**src/rtl/lsa_pkg.sv**
```systemverilog
// Shared types for the lane aligner.
// Assumes size codes are the log2 of the access byte count.
package lsa_pkg;

    typedef enum logic [1:0] {
        SZ_B1 = 2'd0,
        SZ_B2 = 2'd1,
        SZ_B4 = 2'd2,
        SZ_B8 = 2'd3
    } lsa_size_e;

    // Control carried from the request cycle to the data cycle.
    typedef struct packed {
        logic      store;
        logic      err;
        logic      swap;
        lsa_size_e size;
    } lsa_ctl_t;

endpackage

```
**src/rtl/lsa_addr_decode.sv**
```systemverilog
// Splits a byte address into row index and lane position, builds the lane
// mask and flags offsets that are not a multiple of the access size.
// Assumes ROW_BYTES is a power of two and at least 8.
module lsa_addr_decode #(
    parameter int ADDR_W    = 12,
    parameter int ROW_BYTES = 8,
    localparam int ROW_W    = ROW_BYTES * 8,
    localparam int OFF_W    = $clog2(ROW_BYTES),
    localparam int IDX_W    = ADDR_W - OFF_W,
    localparam int SHIFT_W  = OFF_W + 3
) (
    input  logic [ADDR_W-1:0]  addr,
    input  logic [1:0]         size,
    output logic [IDX_W-1:0]   row,
    output logic [SHIFT_W-1:0] shift,
    output logic [ROW_W-1:0]   mask,
    output logic               misalign
);

    logic [OFF_W-1:0] off;
    logic [OFF_W-1:0] low_bits;

    // Row index and byte offset come straight from the address.
    assign row   = addr[ADDR_W-1:OFF_W];
    assign off   = addr[OFF_W-1:0];
    assign shift = {off, 3'b000};

    // Offset bits that must be zero for the given size.
    always_comb begin
        low_bits = OFF_W'((1 << size) - 1);
        misalign = (off & low_bits) != '0;
    end

    // Lane mask: ones from the shift up to shift plus the access width.
    always_comb begin
        for (int b = 0; b < ROW_W; b++) begin
            mask[b] = (b >= int'(shift)) && (b < int'(shift) + (8 << size));
        end
    end

endmodule

```
**src/rtl/lsa_byte_swap.sv**
```systemverilog
// Keeps the low 2**size bytes of a word, optionally in reversed order,
// and clears every byte above them.
// Assumes BYTES is a power of two; sizes wider than BYTES give zero.
module lsa_byte_swap #(
    parameter int BYTES = 8,
    parameter int SZ_W  = 2,
    localparam int DW   = BYTES * 8,
    localparam int NSZ  = 1 << SZ_W
) (
    input  logic [DW-1:0]   din,
    input  logic [SZ_W-1:0] size,
    input  logic            swap,
    output logic [DW-1:0]   dout
);

    wire [NSZ-1:0][DW-1:0] cand;

    // One candidate word per size code, picked by the size below.
    for (genvar s = 0; s < NSZ; s++) begin : g_size
        localparam int NB = 1 << s;
        for (genvar b = 0; b < BYTES; b++) begin : g_byte
            if (NB <= BYTES && b < NB) begin : g_live
                assign cand[s][b*8 +: 8] = swap ? din[(NB-1-b)*8 +: 8] : din[b*8 +: 8];
            end else begin : g_zero
                assign cand[s][b*8 +: 8] = 8'h00;
            end
        end
    end

    // Select the candidate for this access size.
    assign dout = cand[size];

endmodule

```
**src/rtl/lsa_lane_merge.sv**
```systemverilog
// Lane datapath: extracts the addressed lane from a row and inserts new
// lane data into that row under the mask.
// Assumes ROW_W >= DATA_W and wdata already cleared above the lane width.
module lsa_lane_merge #(
    parameter int ROW_W   = 64,
    parameter int SHIFT_W = 6,
    parameter int DATA_W  = 64
) (
    input  logic [ROW_W-1:0]   row_in,
    input  logic [ROW_W-1:0]   mask,
    input  logic [SHIFT_W-1:0] shift,
    input  logic [DATA_W-1:0]  wdata,
    output logic [ROW_W-1:0]   row_out,
    output logic [DATA_W-1:0]  rdata
);

    logic [ROW_W-1:0] placed;
    logic [ROW_W-1:0] picked;

    // Move store data into its lane and combine with the untouched bytes.
    always_comb begin
        placed  = ROW_W'(wdata) << shift;
        row_out = (row_in & ~mask) | (placed & mask);
    end

    // Isolate the lane and bring it down to bit 0.
    always_comb begin
        picked = (row_in & mask) >> shift;
        rdata  = picked[DATA_W-1:0];
    end

endmodule

```
**src/rtl/lsa_lane_aligner.sv**
```systemverilog
// Lane aligner between a load/store pipeline and a row-wide memory with a
// one-cycle synchronous read. Request cycle: decode and issue the row read.
// Next cycle: extract (load) or merge and write back (store). A row written
// in one cycle is forwarded to an access to the same row issued in that
// same cycle, because the memory returns the old row for it.
// Assumes ROW_BYTES is a power of two, at least 8; accesses up to 8 bytes.
module lsa_lane_aligner
    import lsa_pkg::*;
#(
    parameter int ADDR_W    = 12,
    parameter int ROW_BYTES = 8,
    localparam int ROW_W    = ROW_BYTES * 8,
    localparam int OFF_W    = $clog2(ROW_BYTES),
    localparam int IDX_W    = ADDR_W - OFF_W,
    localparam int SHIFT_W  = OFF_W + 3,
    localparam int DATA_W   = 64
) (
    input  logic              clk,
    input  logic              rst_n,
    input  logic              req_valid,
    input  logic              req_store,
    input  logic [ADDR_W-1:0] req_addr,
    input  logic [1:0]        req_size,
    input  logic              req_swap,
    input  logic [DATA_W-1:0] req_wdata,
    output logic              mem_rd_en,
    output logic [IDX_W-1:0]  mem_rd_row,
    input  logic [ROW_W-1:0]  mem_rd_data,
    output logic              mem_wr_en,
    output logic [IDX_W-1:0]  mem_wr_row,
    output logic [ROW_W-1:0]  mem_wr_data,
    output logic              rsp_valid,
    output logic              rsp_err,
    output logic [DATA_W-1:0] rsp_data
);

    logic [IDX_W-1:0]   dec_row;
    logic [SHIFT_W-1:0] dec_shift;
    logic [ROW_W-1:0]   dec_mask;
    logic               dec_misalign;
    logic [DATA_W-1:0]  st_data;

    logic               s1_valid;
    lsa_ctl_t           s1_ctl;
    logic [IDX_W-1:0]   s1_row;
    logic [SHIFT_W-1:0] s1_shift;
    logic [ROW_W-1:0]   s1_mask;
    logic [DATA_W-1:0]  s1_wdata;
    logic               s1_fwd_hit;
    logic [ROW_W-1:0]   s1_fwd_data;

    logic [ROW_W-1:0]   row_eff;
    logic [DATA_W-1:0]  lane_rdata;
    logic [DATA_W-1:0]  ld_data;

    lsa_addr_decode #(
        .ADDR_W    (ADDR_W),
        .ROW_BYTES (ROW_BYTES)
    ) u_decode (
        .addr     (req_addr),
        .size     (req_size),
        .row      (dec_row),
        .shift    (dec_shift),
        .mask     (dec_mask),
        .misalign (dec_misalign)
    );

    // Store data is trimmed and optionally reversed in the request cycle.
    lsa_byte_swap #(
        .BYTES (DATA_W / 8),
        .SZ_W  (2)
    ) u_st_swap (
        .din  (req_wdata),
        .size (req_size),
        .swap (req_swap),
        .dout (st_data)
    );

    // Issue the row read for every aligned request.
    always_comb begin
        mem_rd_en  = req_valid & ~dec_misalign;
        mem_rd_row = dec_row;
    end

    // Pipeline valid and forward-hit flags, cleared by reset.
    always_ff @(posedge clk) begin
        if (!rst_n) begin
            s1_valid   <= 1'b0;
            s1_fwd_hit <= 1'b0;
        end else begin
            s1_valid   <= req_valid;
            s1_fwd_hit <= req_valid & mem_wr_en & (mem_wr_row == dec_row);
        end
    end

    // Request payload, only meaningful while s1_valid is set.
    always_ff @(posedge clk) begin
        s1_ctl      <= '{store: req_store, err: dec_misalign,
                         swap: req_swap, size: lsa_size_e'(req_size)};
        s1_row      <= dec_row;
        s1_shift    <= dec_shift;
        s1_mask     <= dec_mask;
        s1_wdata    <= st_data;
        s1_fwd_data <= mem_wr_data;
    end

    // Row seen by the data cycle: the just-written row wins over memory.
    assign row_eff = s1_fwd_hit ? s1_fwd_data : mem_rd_data;

    lsa_lane_merge #(
        .ROW_W   (ROW_W),
        .SHIFT_W (SHIFT_W),
        .DATA_W  (DATA_W)
    ) u_merge (
        .row_in  (row_eff),
        .mask    (s1_mask),
        .shift   (s1_shift),
        .wdata   (s1_wdata),
        .row_out (mem_wr_data),
        .rdata   (lane_rdata)
    );

    // Load data is reversed after extraction when requested.
    lsa_byte_swap #(
        .BYTES (DATA_W / 8),
        .SZ_W  (2)
    ) u_ld_swap (
        .din  (lane_rdata),
        .size (s1_ctl.size),
        .swap (s1_ctl.swap),
        .dout (ld_data)
    );

    // Write port and response outputs of the data cycle.
    always_comb begin
        mem_wr_en  = s1_valid & s1_ctl.store & ~s1_ctl.err;
        mem_wr_row = s1_row;
        rsp_valid  = s1_valid & ~s1_ctl.store;
        rsp_err    = s1_valid & s1_ctl.err;
        rsp_data   = s1_ctl.err ? '0 : ld_data;
    end

    // A load request yields a response in the next cycle.
    p_load_resp_r2: assert property (@(posedge clk) disable iff (!rst_n)
        req_valid && !req_store |=> rsp_valid);

    // A store request never yields a load response.
    p_store_quiet_r4: assert property (@(posedge clk) disable iff (!rst_n)
        req_valid && req_store |=> !rsp_valid);

    // Bytes outside the lane are written back exactly as read.
    p_merge_keeps_r4: assert property (@(posedge clk) disable iff (!rst_n)
        mem_wr_en |-> ((mem_wr_data ^ row_eff) & ~s1_mask) == '0);

    // An aligned store writes the row named by its address.
    p_write_row_r1: assert property (@(posedge clk) disable iff (!rst_n)
        req_valid && req_store && !dec_misalign
        |=> mem_wr_en && mem_wr_row == $past(req_addr[ADDR_W-1:OFF_W]));

    // A misaligned request is rejected and never writes.
    p_reject_r6: assert property (@(posedge clk) disable iff (!rst_n)
        req_valid && dec_misalign |=> rsp_err && !mem_wr_en);

endmodule

```
**config.mk**
```make
export PLATFORM = sky130hd
export DESIGN_NAME = lsa_lane_aligner
export DESIGN_NICKNAME = d
export VERILOG_FILES = /design/src/rtl/lsa_pkg.sv /design/src/rtl/lsa_addr_decode.sv /design/src/rtl/lsa_byte_swap.sv /design/src/rtl/lsa_lane_merge.sv /design/src/rtl/lsa_lane_aligner.sv
export SDC_FILE = /design/constraint.sdc
export NUM_CORES = 1
export LEC_CHECK = 0
export BUFFER_PORTS_ARGS = -buffer_cell sky130_fd_sc_hd__buf_2
export CORE_ASPECT_RATIO = 0.75
export CORE_MARGIN = 5
export CORE_UTILIZATION = 40
export CTS_CLUSTER_DIAMETER = 40
export CTS_CLUSTER_SIZE = 10
export DETAILED_ROUTE_END_ITERATION = 8
export PLACE_DENSITY = 0.71
export SYNTH_ARGS = -nofsm -noshare
export SYNTH_HDL_FRONTEND = slang
export SYNTH_SLANG_ARGS = --single-unit
```
**constraint.sdc**
```tcl
create_clock -name clk -period 3.69 [get_ports clk]
set_input_delay 0.738 -clock clk [delete_from_list [all_inputs] [get_ports clk]]
set_output_delay 0.738 -clock clk [all_outputs]
set_load 0.005 [all_outputs]
```
Yosys cells after proc, flatten, opt, wreduce, memory -nomap -nowiden
Cells that the tools add are included.
Widths: inputs -> output; s select.
- bits of input ports: 147
- latch bits: 0
- output and inout bits: 150
- word-level logic and storage cells: 261
- ROM bits: 0
- RAM bits: 0
- register bits after elaboration: 211
- memories: 0
- reduce and logical (&&, ||, !) cells: 64
- $lt $le $gt $ge: 129
- eq/ne operators: 1
- add/subtract/negate cells: 2
- bitwise operators: 16
- mux-type cells: 34
- shifts and indexed selects: 4
- multipliers: 0
- divide/modulo/power cells: 0
- operators with widths (kind ; count):
    $lt 7x32->1 const A ; 32
    $lt 6x32->1 const A ; 16
    $bmux 64 s2 ; 2
    $lt 5x32->1 const A ; 8
    $mux 64 ; 4
    $mux 8 ; 28
    $and 64x64->64 ; 3
    $ge 6x6->1 const A ; 31
    $lt 4x32->1 const A ; 4
    $ge 5x6->1 const A ; 16
    $lt 3x32->1 const A ; 2
    $not 64->64 ; 1
    $or 64x64->64 ; 1
    $shl 64x6->64 ; 1
    $shr 64x6->64 ; 1
    $logic_and 1x1->1 ; 63
    $ge 4x6->1 const A ; 8
    $add 7x32->32 ; 1
    $lt 1x32->1 const A ; 1
    $lt 2x32->1 const A ; 1
    $shl 4x2->32 const A ; 1
    $ge 3x6->1 const A ; 4
    $ge 1x6->1 const A ; 2
    $ge 2x6->1 const A ; 2
    other kinds (8) ; 17

Longest topological paths before layout
- depth in word-level cells: 7
- gate-level depth with buffers: 10
- depth with buffers taken out: 7

Cells and area by module
A second synthesis with hierarchy kept.
- cell total of the unflattened synthesis: 2071
- area, all modules: 20051.7 µm²
- modules (own cells, without submodules) (module ; times used ; cells an instance ; sequential area each (µm²) ; area an instance (µm²)):
    lsa_lane_merge ; 1 ; 1160 ; 0.0 ; 10050.9
    lsa_lane_aligner ; 1 ; 374 ; 4284.1 ; 5944.5
    lsa_byte_swap ; 2 ; 212 ; 0.0 ; 1592.8
    lsa_addr_decode ; 1 ; 113 ; 0.0 ; 870.8

Worst setup path before layout
No wires, ideal clock.
- path kind: input port to flip-flop
- start point: in req_size[1]
- end point: reg s1_mask[0]
- path slack: 605 ps
- data arrival time: 2936 ps
- library setup time: 150 ps
- path buffers: 1
- required time: 3540 ps
- stages on the path: 8
- cells stage by stage: buf_1 nor2_1 ha_1 fa_1 or4_1 a21o_1 nor2_1 a2111oi_0
- cells in the longest elaborated chain, start to end: 4
- ends and longest elaborated chain (element ; line ; source):
    from (decl) ; lsa_lane_aligner.sv:23 ; input logic [1:0] req_size,
    $shl 4x2->32 ; lsa_addr_decode.sv:37 ; mask[b] = (b >= int'(shift)) && (b < int'(shift) + (8 << size));
    $add 7x32->32 ; lsa_addr_decode.sv:37 ;
    $lt 1x32->1 ; lsa_addr_decode.sv:37 ;
    $logic_and 1x1->1 ; lsa_addr_decode.sv:37 ;
    via dec_mask[0] ; lsa_lane_aligner.sv:39 ; logic [ROW_W-1:0] dec_mask;
    to (signal assigned) ; lsa_lane_aligner.sv:102 ; s1_mask <= dec_mask;
    to (decl) ; lsa_lane_aligner.sv:47 ; logic [ROW_W-1:0] s1_mask;
The timed path passes the listed nets, and every way through them passes these cells.
A chain may end at the register's enable or synchronous reset.

Final worst setup path
- start point: reg s1_fwd_hit
- end point: out rsp_data[4]
- cells in the longest elaborated chain, start to end: 7
- elaborated cells between the ends (all ways): 9
- classes of those cells: 1 x shift; 7 x mux; 1 x bitwise
- ends and longest elaborated chain (element ; line ; source):
    from (decl) ; lsa_lane_aligner.sv:49 ; logic s1_fwd_hit;
    from (signal assigned) ; lsa_lane_aligner.sv:92 ; s1_fwd_hit <= req_valid & mem_wr_en & (mem_wr_row == dec_row);
    $mux 64 (*) ; lsa_lane_aligner.sv:108 ; assign row_eff = s1_fwd_hit ? s1_fwd_data : mem_rd_data;
    $and 64x64->64 (*) ; lsa_lane_merge.sv:28 ; picked = (row_in & mask) >> shift;
    $shr 64x6->64 (*) ; lsa_lane_merge.sv:28 ;
    $mux 8 ; lsa_byte_swap.sv:23 ; assign cand[s][b*8 +: 8] = swap ? din[(NB-1-b)*8 +: 8] : din[b*8 +: 8];
    $bmux 64 s2 (*) ; lsa_byte_swap.sv:31 ; assign dout = cand[size];
    $mux 64 (not written as such) (*) ; lsa_byte_swap.sv:31 ;
    $mux 64 (*) ; lsa_lane_aligner.sv:140 ; rsp_data = s1_ctl.err ? '0 : ld_data;
    to (decl) ; lsa_lane_aligner.sv:34 ; output logic [DATA_W-1:0] rsp_data
Every way passes the cells marked *; elsewhere a longest branch is shown, timed or not. The select of a mux whose other input is x is not followed.

==> metrics.md <==
| Metric | Value |
|---|---|
| Outcome | completed |
| Slew Limit Fails | 0 |
| Worst VDD drop | about 340 uV |
| Worst-path fanout max | 40 |
| Total of max-cap violations | 0 |
| Initial antenna violation count | 0 |
| IO Port Bufs | 296 |
| EDFF count, synth | 0 |
| Total routed wirelength | roughly 52 mm |
| Layout Nets | 1858 |
| Max-slew headroom | 35.6% |
| Gr ovfl total | 0 |
| Cell area after synthesis | 0.0117 sq mm |
| Later-pin clock latency in the skew report | 450 ps |
| Req. time, crit path | 2950 ps |
| Net switching power figure | 1880 uW |
| Clock Tree Buf Depth | 2 |
| Syn Nets | roughly 1600 |
| Setup violators final | 0 |
| Fin crit period | ~3600 ps |
| Die Wd | 207 microns |
| Core Box Area | 0.0289 sq mm |
| Combinational share of power | between 20% and 30% |
| Hold Path Class | primary input to flop |
| DRT iter0 DRCs | 1775 |
| Clk slew on worst S/H paths | about 70 ps |
| Gate Count Post-Synth | between 1000 and 1500 |
| Fin area | 0.0143 sq mm |
| Antenna Violating Nets Remaining | 0 |
| Clk sinks | 166 |
| Largest net degree at the start of global routing | 55 |
| Syn avg cell area | 8.15 sq um |
| PwrDens | about 380 mW/mm^2 |
| Routed WL per cell | approximately 25 microns |
| Global-route wire length before repair | around 76 mm |
| Register area | 0.00334 sq mm |
| Hold-fix buffers, CTS | 0 |
| Yosys warnings | 0 |
| Root buffer cell | clkbuf_16 |
| Seq/Total Area, Yosys | 28.4% |
| H-tree levels | 4 |
| Vias per cell | ~6.3 |
| Dpl hpwl | around 41 mm |
| CTS Buf Count | 17 |
| Vias in the first global route | 12700 |
| RD Place Congestion | 1.01 |
| Period utilization | about 98% |
| Fillers | between 2000 and 3000 |
| Synth unique cells | 78 |
| Max Freq | 0.276 GHz |
| Crit path arrival time | approximately 2900 ps |
| Layout cells sized above 1 | 28.9% |
| Area of the multi-input gates | between 0.007 and 0.008 sq mm |
| Post-synthesis async set-or-reset flop share | 0% |
| Main synth FF type | dfxtp_1 |
| Worst-Margin Slew | a little under 1000 ps |
| Unrepaired setup endpoints after global routing | no |
| Initial Utilization | between 40% and 50% |
| Worst setup EP type | primary output |
| Total power | roughly 5400 uW |
| Worst Skew | between 15 and 20 ps |
| Total die area | around 0.033 sq mm |
| Power Internal | roughly 3500 uW |
| Router iterations before antenna repair | 6 |
| Clock share of power | between 30% and 40% |
| Io pins | between 200 and 300 |
| Final hold violations | 0 |
| CTS tree | built |
| Yosys reg bits | about 170 |
| Rows | 54 |
| Net Sw Frac | 34.7% |
| Die height | 158 microns |
| Reg power frac | about two fifths |
| DRC violations left | 0 |
| Leakage | 0.00620 uW |
| Total track usage | 30.1% |
| Startpoint Class | flop |
| Post-Place Cells | 2078 |
| Dpl cell area | 0.0137 sq mm |
| Non-filler cells in the finished layout | ~2100 |
| Area growth from synthesis to layout | 22.6% |
| Vias | about 13000 |
| Setup CP Type | flop to primary output |
| Setup tns final | 0 ps |
-- sequential cells by signal (all words and copies together) (netlist names) --
name,cells
s1_shift,3
s1_wdata,64
mem_wr_row,9
s1_ctl,5
s1_fwd_data,64
s1_fwd_hit,1
s1_valid,1
s1_mask,19
-- routing by layer --
layer / track usage (%) / vias up / routed length (microns)
li1: - / 5907 / -
met1: 40.7 / 6307 / 21600
met2: 47.7 / 917 / 22900
met3: 7.47 / 142 / 5850
met4: 9.47 / 0 / 1770
met5: 0 / - / 0
-- worst max-delay path, stage by stage, from the launching register on --
cell and delay, ps:
dfxtp_4 400, buf_12 270, mux2i_1 560, o32ai_1 160, o21ai_0 390, mux2i_1 190, o21ai_0 210, a32oi_1 80
buf_2 140
-- synthesized netlist by cell type (24+ instances only) --
cell type  instances  area, sq um
dfxtp_1          166         3320
mux2i_1          152         1520
nor2_1           152          571
nand2_1          139          522
a21oi_1          106          531
o21ai_0           98          490
clkbuf_1          62          233
o22ai_1           61          382
nand3_1           44          220
mux2_2            43          484
buf_2             33          165
nor3_1            24          120
-- power groups by stage --
stage,Sequential [uW],Clock (uW),Combinational (uW)
6_report,2130,1750,1540
4_1_cts,2120,1760,1500
2_1_floorplan,2080,0,903
5_1_grt,2150,1840,1650
3_3_place_gp,2160,0,1480
3_5_place_dp,2160,0,1490
-- final timing paths --
check              start              end  cells after the start  slack (ps)
max           s1_fwd_hit      rsp_data[4]                      8          70
min            req_store        s1_ctl[4]                      1         410
max reg2reg  s1_shift[4]  s1_fwd_data[49]                      6        1380
min reg2reg  s1_mask[32]  s1_fwd_data[32]                      1         490
-- logic make-up after synthesis --
logic type                 Yosys count  share of synthesized area (%)
AOI/OAI and AO/OA                  452                           25.6
and+or+nand+nor                    439                           17.0
muxes                              222                           21.8
DFF                                166                           28.4
buffers and inverters              141                           5.84
xor gates and xnor gates            10                          0.749
adders and majority gates            5                          0.599
-- stage by stage --
step / utilization (%) / setup slack [ps] / hold slack, ps
after floorplan: - / 605 / 479
after global placement: 47.5 / 452 / 492
after detailed placement: 47.5 / 478 / 490
after CTS: 49.4 / 43.3 / 396
after global routing: 49.6 / 8.29 / 397
final: 49.6 / 67.8 / 406
-- what timing repair did --
| item | 4_1_cts | 5_1_grt |
|---|---|---|
| resized for setup | 0 | 3 |
| setup buffers | 0 | 1 |
| endpoints found under the setup margin | 0 | 13 |
-- layout by cell type (no fill, tap or decap), types with 5 or more instances in the layout --
master	Yosys	final
a221oi_1	9	9
nand3_1	44	44
mux4_2	19	19
a22o_1	19	19
o221ai_1	16	16
a221o_1	8	8
o21ai_1	6	6
o32a_1	5	5
nor2_1	152	152
a32oi_1	5	5
nand2b_1	21	21
xnor2_1	8	8
o21a_1	13	13
nand2_1	139	139
clkbuf_16	0	17
mux2_4	5	5
mux2i_1	152	150
a311oi_1	5	5
mux2i_2	3	5
o21ai_0	98	98
buf_4	15	79
o211a_1	21	21
nor2b_1	12	12
buf_12	0	5
a31oi_1	15	15
a22oi_1	8	8
and2_1	8	8
mux2_2	43	43
buf_2	33	295
o32ai_1	10	10
dfxtp_1	166	161
a211oi_1	8	8
o22ai_1	61	61
a21oi_1	106	106
nor3_1	24	24
inv_1	11	11
-- area by class of cell --
type	count	share of cell area [%]
multi-input cells	1128	53.6
flip-flops and latches	166	23.3
repair buffers	380	15.3
well taps	392	3.42
clock buffers	20	3.12
clock inverters	12	0.829
inverters	13	0.340
diodes	2	0.0349
No activity file was read; power rests on OpenSTA's default activity.
